### src/rtl/gcd_iter_pkg.sv
package gcd_iter_pkg;
  typedef enum logic [1:0] {
    ST_IDLE = 2'd0,
    ST_CALC = 2'd1,
    ST_DONE = 2'd2
  } gcd_state_e;
endpackage

### src/rtl/gcd_iter_ctrl.sv
module gcd_iter_ctrl
  import gcd_iter_pkg::*;
(
  input  logic clk,
  input  logic rst_n,
  input  logic opd_valid,
  input  logic res_ready,
  input  logic y_zero,
  output logic opd_ready,
  output logic res_valid,
  output logic load,
  output logic step
);
  gcd_state_e state_q, state_d;

  always_comb begin
    state_d = state_q;
    case (state_q)
      ST_IDLE: if (opd_valid) state_d = ST_CALC;
      ST_CALC: if (y_zero)    state_d = ST_DONE;
      ST_DONE: if (res_ready) state_d = ST_IDLE;
      default:                state_d = ST_IDLE;
    endcase
  end

  always_ff @(posedge clk or negedge rst_n) begin
    if (!rst_n) state_q <= ST_IDLE;
    else        state_q <= state_d;
  end

  assign opd_ready = (state_q == ST_IDLE);
  assign res_valid = (state_q == ST_DONE);
  assign load      = opd_ready && opd_valid;
  assign step      = (state_q == ST_CALC);

  AST_LOAD_ENTERS_CALC: assert property (@(posedge clk) disable iff (!rst_n)
    load |=> step);
  AST_ZERO_ENDS_CALC: assert property (@(posedge clk) disable iff (!rst_n)
    (step && y_zero) |=> res_valid);
endmodule

### src/rtl/gcd_iter_dpath.sv
module gcd_iter_dpath #(
  parameter int WIDTH      = 16,
  parameter bit FUSED_STEP = 1'b0
) (
  input  logic             clk,
  input  logic             rst_n,
  input  logic             load,
  input  logic             step,
  input  logic [WIDTH-1:0] in_x,
  input  logic [WIDTH-1:0] in_y,
  output logic             y_zero,
  output logic [WIDTH-1:0] result
);
  localparam int SUMW = WIDTH + 1;

  logic [WIDTH-1:0] x_q, y_q;
  logic [WIDTH-1:0] x_swap;
  logic             x_less;

  assign x_less = (x_q < y_q);
  assign y_zero = (y_q == '0);

  generate
    if (FUSED_STEP) begin : g_fused
      assign x_swap = y_q - x_q;
    end else begin : g_plain
      assign x_swap = y_q;
    end
  endgenerate

  always_ff @(posedge clk or negedge rst_n) begin
    if (!rst_n) begin
      x_q <= '0;
      y_q <= '0;
    end else if (load) begin
      x_q <= in_x;
      y_q <= in_y;
    end else if (step) begin
      if (x_less) begin
        x_q <= x_swap;
        y_q <= x_q;
      end else if (!y_zero) begin
        x_q <= x_q - y_q;
      end
    end
  end

  assign result = x_q;

  AST_CAPTURE: assert property (@(posedge clk) disable iff (!rst_n)
    load |=> (x_q == $past(in_x) && y_q == $past(in_y)));
  AST_SUM_NONINC: assert property (@(posedge clk) disable iff (!rst_n)
    (step && !load && !y_zero) |=>
      (({1'b0, x_q} + {1'b0, y_q}) <= $past({1'b0, x_q} + {1'b0, y_q})));
endmodule

### src/rtl/gcd_iter.sv
module gcd_iter #(
  parameter int WIDTH      = 16,
  parameter bit FUSED_STEP = 1'b0
) (
  input  logic             clk,
  input  logic             rst_n,
  input  logic             opd_valid,
  output logic             opd_ready,
  input  logic [WIDTH-1:0] opd_x,
  input  logic [WIDTH-1:0] opd_y,
  output logic             res_valid,
  input  logic             res_ready,
  output logic [WIDTH-1:0] res_gcd
);
  logic load, step, y_zero;

  gcd_iter_ctrl u_ctrl (
    .clk       (clk),
    .rst_n     (rst_n),
    .opd_valid (opd_valid),
    .res_ready (res_ready),
    .y_zero    (y_zero),
    .opd_ready (opd_ready),
    .res_valid (res_valid),
    .load      (load),
    .step      (step)
  );

  gcd_iter_dpath #(.WIDTH(WIDTH), .FUSED_STEP(FUSED_STEP)) u_dpath (
    .clk    (clk),
    .rst_n  (rst_n),
    .load   (load),
    .step   (step),
    .in_x   (opd_x),
    .in_y   (opd_y),
    .y_zero (y_zero),
    .result (res_gcd)
  );

  AST_BUSY_NOT_READY: assert property (@(posedge clk) disable iff (!rst_n)
    res_valid |-> !opd_ready);
  AST_ACCEPT_BLOCKS: assert property (@(posedge clk) disable iff (!rst_n)
    (opd_valid && opd_ready) |=> !opd_ready);
  AST_STALL_HOLDS: assert property (@(posedge clk) disable iff (!rst_n)
    (res_valid && !res_ready) |=> (res_valid && $stable(res_gcd)));
  AST_RELEASE: assert property (@(posedge clk) disable iff (!rst_n)
    (res_valid && res_ready) |=> (!res_valid && opd_ready));
endmodule

### config.mk
export PLATFORM = sky130hd
export DESIGN_NAME = gcd_iter
export DESIGN_NICKNAME = d
export VERILOG_FILES = /design/src/rtl/gcd_iter_pkg.sv /design/src/rtl/gcd_iter_ctrl.sv /design/src/rtl/gcd_iter_dpath.sv /design/src/rtl/gcd_iter.sv
export SDC_FILE = /design/constraint.sdc
export NUM_CORES = 1
export LEC_CHECK = 0
export CAP_MARGIN = 0
export CORE_UTILIZATION = 33
export DETAILED_ROUTE_END_ITERATION = 6
export GPL_TIMING_DRIVEN = 0
export HOLD_SLACK_MARGIN = 0.06
export PLACE_DENSITY = 0.59
export REMOVE_ABC_BUFFERS = 1
export SETUP_SLACK_MARGIN = 0.5
export SYNTH_ARGS = -nofsm -noshare
export SYNTH_HDL_FRONTEND = slang
export SYNTH_SLANG_ARGS = --single-unit
export TNS_END_PERCENT = 10
### constraint.sdc
create_clock -name clk -period 6.5 [get_ports clk]
set_input_delay 1.95 -clock clk [delete_from_list [all_inputs] [get_ports clk]]
set_output_delay 1.95 -clock clk [all_outputs]
set_load 0.005 [all_outputs]
==> reports/metrics.csv, run 1 <==
metric,value,unit
"Slew Viols, Final",0,
yosys warns,0,
overall die width,91.32,um
worst min-delay path class,register to register,
Final GP Congestion,0.8978,
combined area of all synthesized cells,0.002633,sq mm
vias in the first global route,2449,
number of buffers on the longest clock path,2,
WHS Endpoint,u_dpath.x_swap[14]$_DFFE_PN0P_,
endpoint of the worst register-to-register path,u_dpath.result[6]$_DFFE_PN0P_,
Final Cycle Share,57.56,%
TritonCTS clock tree,yes,
Placement Rows,32,
Inserted Clock Buffers,5,
post-cts sizing count,0,
RSZ-0062 raised after global routing,no,
distinct cell type count of the synthesized netlist,53,
Crit Path Category,input pin to register,
detailed-route wire length,7375,um
number of buffers added on ports,53,
area of the core region,0.007727,sq mm
synthesis-to-layout area growth,26.47,%
setup clock skew after layout,0.002845,ns
post-CTS setup-driven buffer insertion count,0,
global-route wire length before repair,12330,um
# IOs,54,
effective utilization at floorplan,34.07,%
die outline area,0.008338,sq mm
data arrival time of the worst path,3.87,ns
critical path startpoint category,input pin,
mean area per synthesized cell,8.002,sq um
vias,2560,
vias per std cell,5.356,
cell count after synthesis,329,
most frequent cells in the layout,"52 x sky130_fd_sc_hd__clkdlybuf4s50_1, 50 x sky130_fd_sc_hd__nand2_1, 34 x sky130_fd_sc_hd__dfrtp_1, 24 x sky130_fd_sc_hd__o21ai_1, 23 x sky130_fd_sc_hd__inv_1",
status,completed,
final count of negative-setup-slack endpoints,0,
"Clk pin slew, worst setup/hold paths",0.06,ns
Worst Min Path Start,u_dpath.x_swap[14]$_DFFE_PN0P_,
critical register-to-register path startpoint,u_dpath.result[9]$_DFFE_PN0P_,
worst setup timing slack at the placement stage,2.456,ns
pin slew with the least headroom to its limit,0.9647,ns
clk sink count,34,
required time at the endpoint of the critical path,6.63,ns
nature of the critical path endpoint,register,
DRC violation total after the first TritonRoute iteration,166,
Register-to-Register Setup Slack,3.32,ns
sequential share of the synthesized area,32.32,%
count of TritonRoute iterations in the first routing pass,4,
maximum number of pins on one net before global-route repair,45,
instance count along the most critical hold path,2,
number of flops mapped to enable cells by yosys,0,
number of antenna repair diodes,0,
half-perimeter wire length after placement,5335,um
initial antenna violation count,0,
shortest clock period the worst path allows after layout,3.741,ns
post-route setup slack,2.759,ns
Layout fillers,794,
WL/cell,15.43,um
remaining antenna violation count,0,
GRT Overall Usage,18.61,%
total of max-cap violations,0,
final-layout setup total negative slack,0,ns
fraction of layout cells with a size suffix above 1,4.521,%
"Hold Vio Cnt, Final",0,
Critical Path Fanout Max,44,
achievable clock frequency,267.3,MHz
"commonest non-fill, non-tap cell in the layout",sky130_fd_sc_hd__clkdlybuf4s50_1,
CTS Hold Buffers Added,0,
root buf cell,sky130_fd_sc_hd__clkbuf_8,
remaining global-route overflow,0,
clk_lat worst skew,0.28,ns
DRC errors left,0,
H-tree levels,2,
die height,91.32,um
Worst R2R Path Depth,8,
predominant post-synthesis flop cell,sky130_fd_sc_hd__dfrtp_1,
synthesized flop and latch total,34,
asr flop ratio synth,100.0,%
headroom to the max-slew limit,35.62,%
total number of nets in the final design,429,
## critical path: stages
cell and delay, ns:
sky130_fd_sc_hd__clkdlybuf4s50_1 0.51, sky130_fd_sc_hd__and2_2 0.70, sky130_fd_sc_hd__nor2_1 0.23, sky130_fd_sc_hd__a222oi_1 0.35, sky130_fd_sc_hd__o31ai_1 0.13
## state kept, by name, indices dropped and copies added (netlist names)
| name | count |
|---|---|
| u_dpath.x_swap | 16 |
| u_ctrl.state_q | 2 |
| u_dpath.result | 16 |
## worst max-delay path by stage
stage	start	cells past startpoint	to
floorplan	u_dpath.result[9]$_DFFE_PN0P_	8	u_dpath.x_swap[0]$_DFFE_PN0P_
global placement	u_dpath.result[9]$_DFFE_PN0P_	8	u_dpath.x_swap[0]$_DFFE_PN0P_
detailed placement	opd_valid	5	u_dpath.result[15]$_DFFE_PN0P_
CTS	opd_valid	5	u_dpath.result[15]$_DFFE_PN0P_
global route	opd_valid	5	u_dpath.result[13]$_DFFE_PN0P_
finish	opd_valid	5	u_dpath.result[15]$_DFFE_PN0P_
## cells in the mapped netlist (2+ instances only)
cell	instances	area, sq um
sky130_fd_sc_hd__a22oi_1	6	45.04
sky130_fd_sc_hd__a222oi_1	2	20.02
sky130_fd_sc_hd__a311oi_1	3	26.28
sky130_fd_sc_hd__nor2_1	21	78.83
sky130_fd_sc_hd__o21ai_0	21	105.1
sky130_fd_sc_hd__o2111ai_1	2	17.52
sky130_fd_sc_hd__and3_1	3	18.77
sky130_fd_sc_hd__nor4_1	4	25.02
sky130_fd_sc_hd__nor2b_1	3	18.77
sky130_fd_sc_hd__nand4_1	3	18.77
sky130_fd_sc_hd__nor3_1	4	20.02
sky130_fd_sc_hd__inv_1	23	86.33
sky130_fd_sc_hd__o31ai_1	2	15.01
sky130_fd_sc_hd__o21ai_1	24	120.1
sky130_fd_sc_hd__nand3_1	4	20.02
sky130_fd_sc_hd__clkbuf_1	11	41.29
sky130_fd_sc_hd__a211oi_1	7	52.55
sky130_fd_sc_hd__mux2i_1	10	100.1
sky130_fd_sc_hd__o211ai_1	2	15.01
sky130_fd_sc_hd__ha_1	16	200.2
sky130_fd_sc_hd__or3_1	4	25.02
sky130_fd_sc_hd__xor2_1	4	35.03
sky130_fd_sc_hd__o2bb2ai_1	2	17.52
sky130_fd_sc_hd__nand2_1	50	187.7
sky130_fd_sc_hd__a21oi_1	21	105.1
sky130_fd_sc_hd__xnor2_1	4	35.03
sky130_fd_sc_hd__o21a_1	6	45.04
sky130_fd_sc_hd__buf_2	4	20.02
sky130_fd_sc_hd__a31oi_1	2	12.51
sky130_fd_sc_hd__o21bai_1	2	15.01
sky130_fd_sc_hd__dfrtp_1	34	850.8
sky130_fd_sc_hd__nand2b_1	4	25.02
## layout make-up
| class | count | area, sq um | share of cell area (%) |
|---|---|---|---|
| flip-flops and latches | 34 | 850.8 | 25.55 |
| well taps | 102 | 127.6 | 3.833 |
| inverters | 23 | 86.33 | 2.593 |
| clock buffers | 7 | 76.32 | 2.292 |
| repair buffers | 55 | 548.0 | 16.46 |
| multi-input cells | 257 | 1640 | 49.27 |
## cells by family after synthesis
group / synth area share [%]
simple gates: 18.68
compound gates: 28.56
flops: 32.32
xor+xnor: 2.661
fa+ha+maj: 8.365
mux: 3.802
buf+inv: 5.608
## layer usage
layer | global-route usage (%) | vias to the layer above | part of all wire, %
met3 | 2.764 | 10 | 4.0
met1 | 26.81 | 1196 | 50
met4 | 5.159 | 0 | 2.0
li1 | - | 1287 | -
met2 | 28.85 | 67 | 44
met5 | 0 | - | 0
## through the flow
step	hold slack (ns)	instances	util, %	area, sq um
after CTS	0.5208	478	43.09	3329
after detailed placement	0.5039	471	42.10	3253
after floorplan	0.4689	314	-	2571
after global routing	0.5726	478	43.09	3329
final	0.5208	478	43.09	3329
after global placement	0.5023	469	41.79	3229
Power of run 1 is left out: the tool's default activity adds up to more than one toggle a clock period on the data nets, which glitch-free logic cannot reach.
==> run 2: changes to the inputs <==
Settings changed: PLACE_DENSITY 0.59 to 0.61.
Clock period 6.5 ns to 3.1 ns, I/O delays scaled along.
==> reports/metrics.csv, run 2 (synthesis gave the netlist of run 1 again) <==
metric,value,unit,change
setup clock skew after layout,0.003352,ns,was 0.002845 ns
clk_lat worst skew,0.29,ns,was 0.28 ns
vias in the first global route,2468,,was 2449
effective utilization at floorplan,34.07,%,unchanged
number of buffers on the longest clock path,2,,unchanged
minimum hold slack,0.5326,ns,was 0.5208 ns
root buf cell,sky130_fd_sc_hd__clkbuf_8,,unchanged
worst min-delay path class,register to register,,unchanged
TritonCTS clock tree,yes,,unchanged
data arrival time of the worst path,2.85,ns,was 3.87 ns
remaining antenna violation count,0,,unchanged
detailed-route wire length,7851,um,was 7375 um
most frequent cells in the layout,"52 x sky130_fd_sc_hd__clkdlybuf4s50_1, 50 x sky130_fd_sc_hd__nand2_1, 34 x sky130_fd_sc_hd__dfrtp_1, 23 x sky130_fd_sc_hd__inv_1, 23 x sky130_fd_sc_hd__o21ai_1",,"was 52 x sky130_fd_sc_hd__clkdlybuf4s50_1, 50 x sky130_fd_sc_hd__nand2_1, 34 x sky130_fd_sc_hd__dfrtp_1, 24 x sky130_fd_sc_hd__o21ai_1, 23 x sky130_fd_sc_hd__inv_1"
initial antenna violation count,0,,unchanged
Final Cycle Share,84.56,%,
GRT Overall Usage,19.13,%,was 18.61%
achievable clock frequency,381.5,MHz,
placed cell count,471,,unchanged
count of TritonRoute iterations in the first routing pass,7,,was 4
shortest clock period the worst path allows after layout,2.621,ns,
Layout fillers,772,,was 794
"Clk pin slew, worst setup/hold paths",0.07,ns,was 0.06 ns
area of the core region,0.007727,sq mm,unchanged
half-perimeter wire length after placement,5331,um,was 5335 um
"Hold Vio Cnt, Final",0,,unchanged
pin slew with the least headroom to its limit,0.7503,ns,was 0.9647 ns
DRC violation total after the first TritonRoute iteration,124,,was 166
remaining global-route overflow,0,,unchanged
"commonest non-fill, non-tap cell in the layout",sky130_fd_sc_hd__clkdlybuf4s50_1,,unchanged
post-layout instance count excluding filler cells,493,,was 478
synthesis-to-layout area growth,37.50,%,was 26.47%
total number of nets in the final design,444,,was 429
final count of negative-setup-slack endpoints,0,,unchanged
total of max-cap violations,0,,unchanged
clk sink count,34,,unchanged
fraction of layout cells with a size suffix above 1,13.30,%,was 4.521%
WL/cell,15.92,um,was 15.43 um
overall die width,91.32,um,unchanged
"Slew Viols, Final",0,,unchanged
Final GP Congestion,0.8794,,was 0.8978
global-route wire length before repair,12580,um,was 12330 um
number of antenna repair diodes,0,,unchanged
maximum number of pins on one net before global-route repair,45,,unchanged
Critical Path Fanout Max,7,,was 44
headroom to the max-slew limit,49.98,%,was 35.62%
Inserted Clock Buffers,5,,unchanged
die height,91.32,um,unchanged
vias,2705,,was 2560
status,completed,,unchanged
nature of the critical path endpoint,register,,unchanged
RSZ-0062 raised after global routing,yes,,was no
# IOs,54,,unchanged
Crit Path Category,register to register,,was input pin to register
critical path startpoint category,register,,was input pin
DRC errors left,0,,unchanged
Placement Rows,32,,unchanged
required time at the endpoint of the critical path,3.33,ns,was 6.63 ns
H-tree levels,2,,unchanged
number of buffers added on ports,53,,unchanged
final-layout setup total negative slack,0,ns,unchanged
vias per std cell,5.487,,was 5.356
die outline area,0.008338,sq mm,unchanged
[run 2: changes by cell type in the layout (fill, tap and decap cells not counted), sizes merged]
cell | before | now
nor2 | 22 | 23
buf | 3 | 17
[run 2: what timing repair did]
action,CTS,global route
setup endpoints to repair,32,22
pin swaps,5,6
gates cloned,1,0
gates resized for setup,25,9
hold buffers,0,0
buffers inserted,11,3
[run 2: path summary, 6_finish.rpt]
check | start | endpoint | slack (ns) | depth (start not counted)
max in group asynchronous | rst_n | u_dpath.x_swap[1]$_DFFE_PN0P_ | 1.92 | 1
setup / recovery | u_dpath.x_swap[14]$_DFFE_PN0P_ | u_dpath.x_swap[15]$_DFFE_PN0P_ | 0.48 | 11
min in group asynchronous | rst_n | u_dpath.x_swap[13]$_DFFE_PN0P_ | 0.70 | 1
setup reg to reg | u_dpath.x_swap[14]$_DFFE_PN0P_ | u_dpath.x_swap[15]$_DFFE_PN0P_ | 0.48 | 11
hold reg to reg | u_dpath.x_swap[14]$_DFFE_PN0P_ | u_dpath.x_swap[14]$_DFFE_PN0P_ | 0.53 | 2
hold / removal | u_dpath.x_swap[14]$_DFFE_PN0P_ | u_dpath.x_swap[14]$_DFFE_PN0P_ | 0.53 | 2
[run 2: layout make-up]
cell class	count	area (sq um)	share of cell area, %
repair buffers	69	656.9	18.15
flip-flops and latches	34	850.8	23.51
well taps	102	127.6	3.526
clock buffers	7	76.32	2.109
inverters	23	86.33	2.385
multi-input cells	258	1822	50.33
[run 2: critical path, cell delays in order, from the launching register on]
cell                      delay, ns
sky130_fd_sc_hd__dfrtp_1       0.38
sky130_fd_sc_hd__inv_1         0.08
sky130_fd_sc_hd__ha_2          0.38
sky130_fd_sc_hd__nand4_1       0.14
sky130_fd_sc_hd__or3_4         0.43
sky130_fd_sc_hd__o21ba_4       0.26
sky130_fd_sc_hd__nor3_4        0.04
sky130_fd_sc_hd__buf_6         0.12
sky130_fd_sc_hd__buf_4         0.17
sky130_fd_sc_hd__nor2_2        0.36
sky130_fd_sc_hd__nand2_1       0.11
sky130_fd_sc_hd__nand2_1       0.08
[run 2: metal layers]
metal	track usage [%]	vias up	wire, um	part of all wire (%)
met2	30.74	85	3597	46
li1	-	1315	-	-
met5	0	-	0	0
met4	5.952	0	138	1.8
met3	2.848	15	382	4.9
met1	26.39	1290	3733	48
[run 2: per-stage QoR]
step,utilization (%),cell area (sq um),setup WS (ns)
2_1_floorplan,-,2571,-0.5465
3_3_place_gp,41.79,3229,-2.296
3_5_place_dp,42.10,3253,-0.03493
4_1_cts,46.03,3557,0.4805
5_1_grt,46.84,3620,0.3729
6_report,46.84,3620,0.4785
Power of run 2 is left out for the same reason.
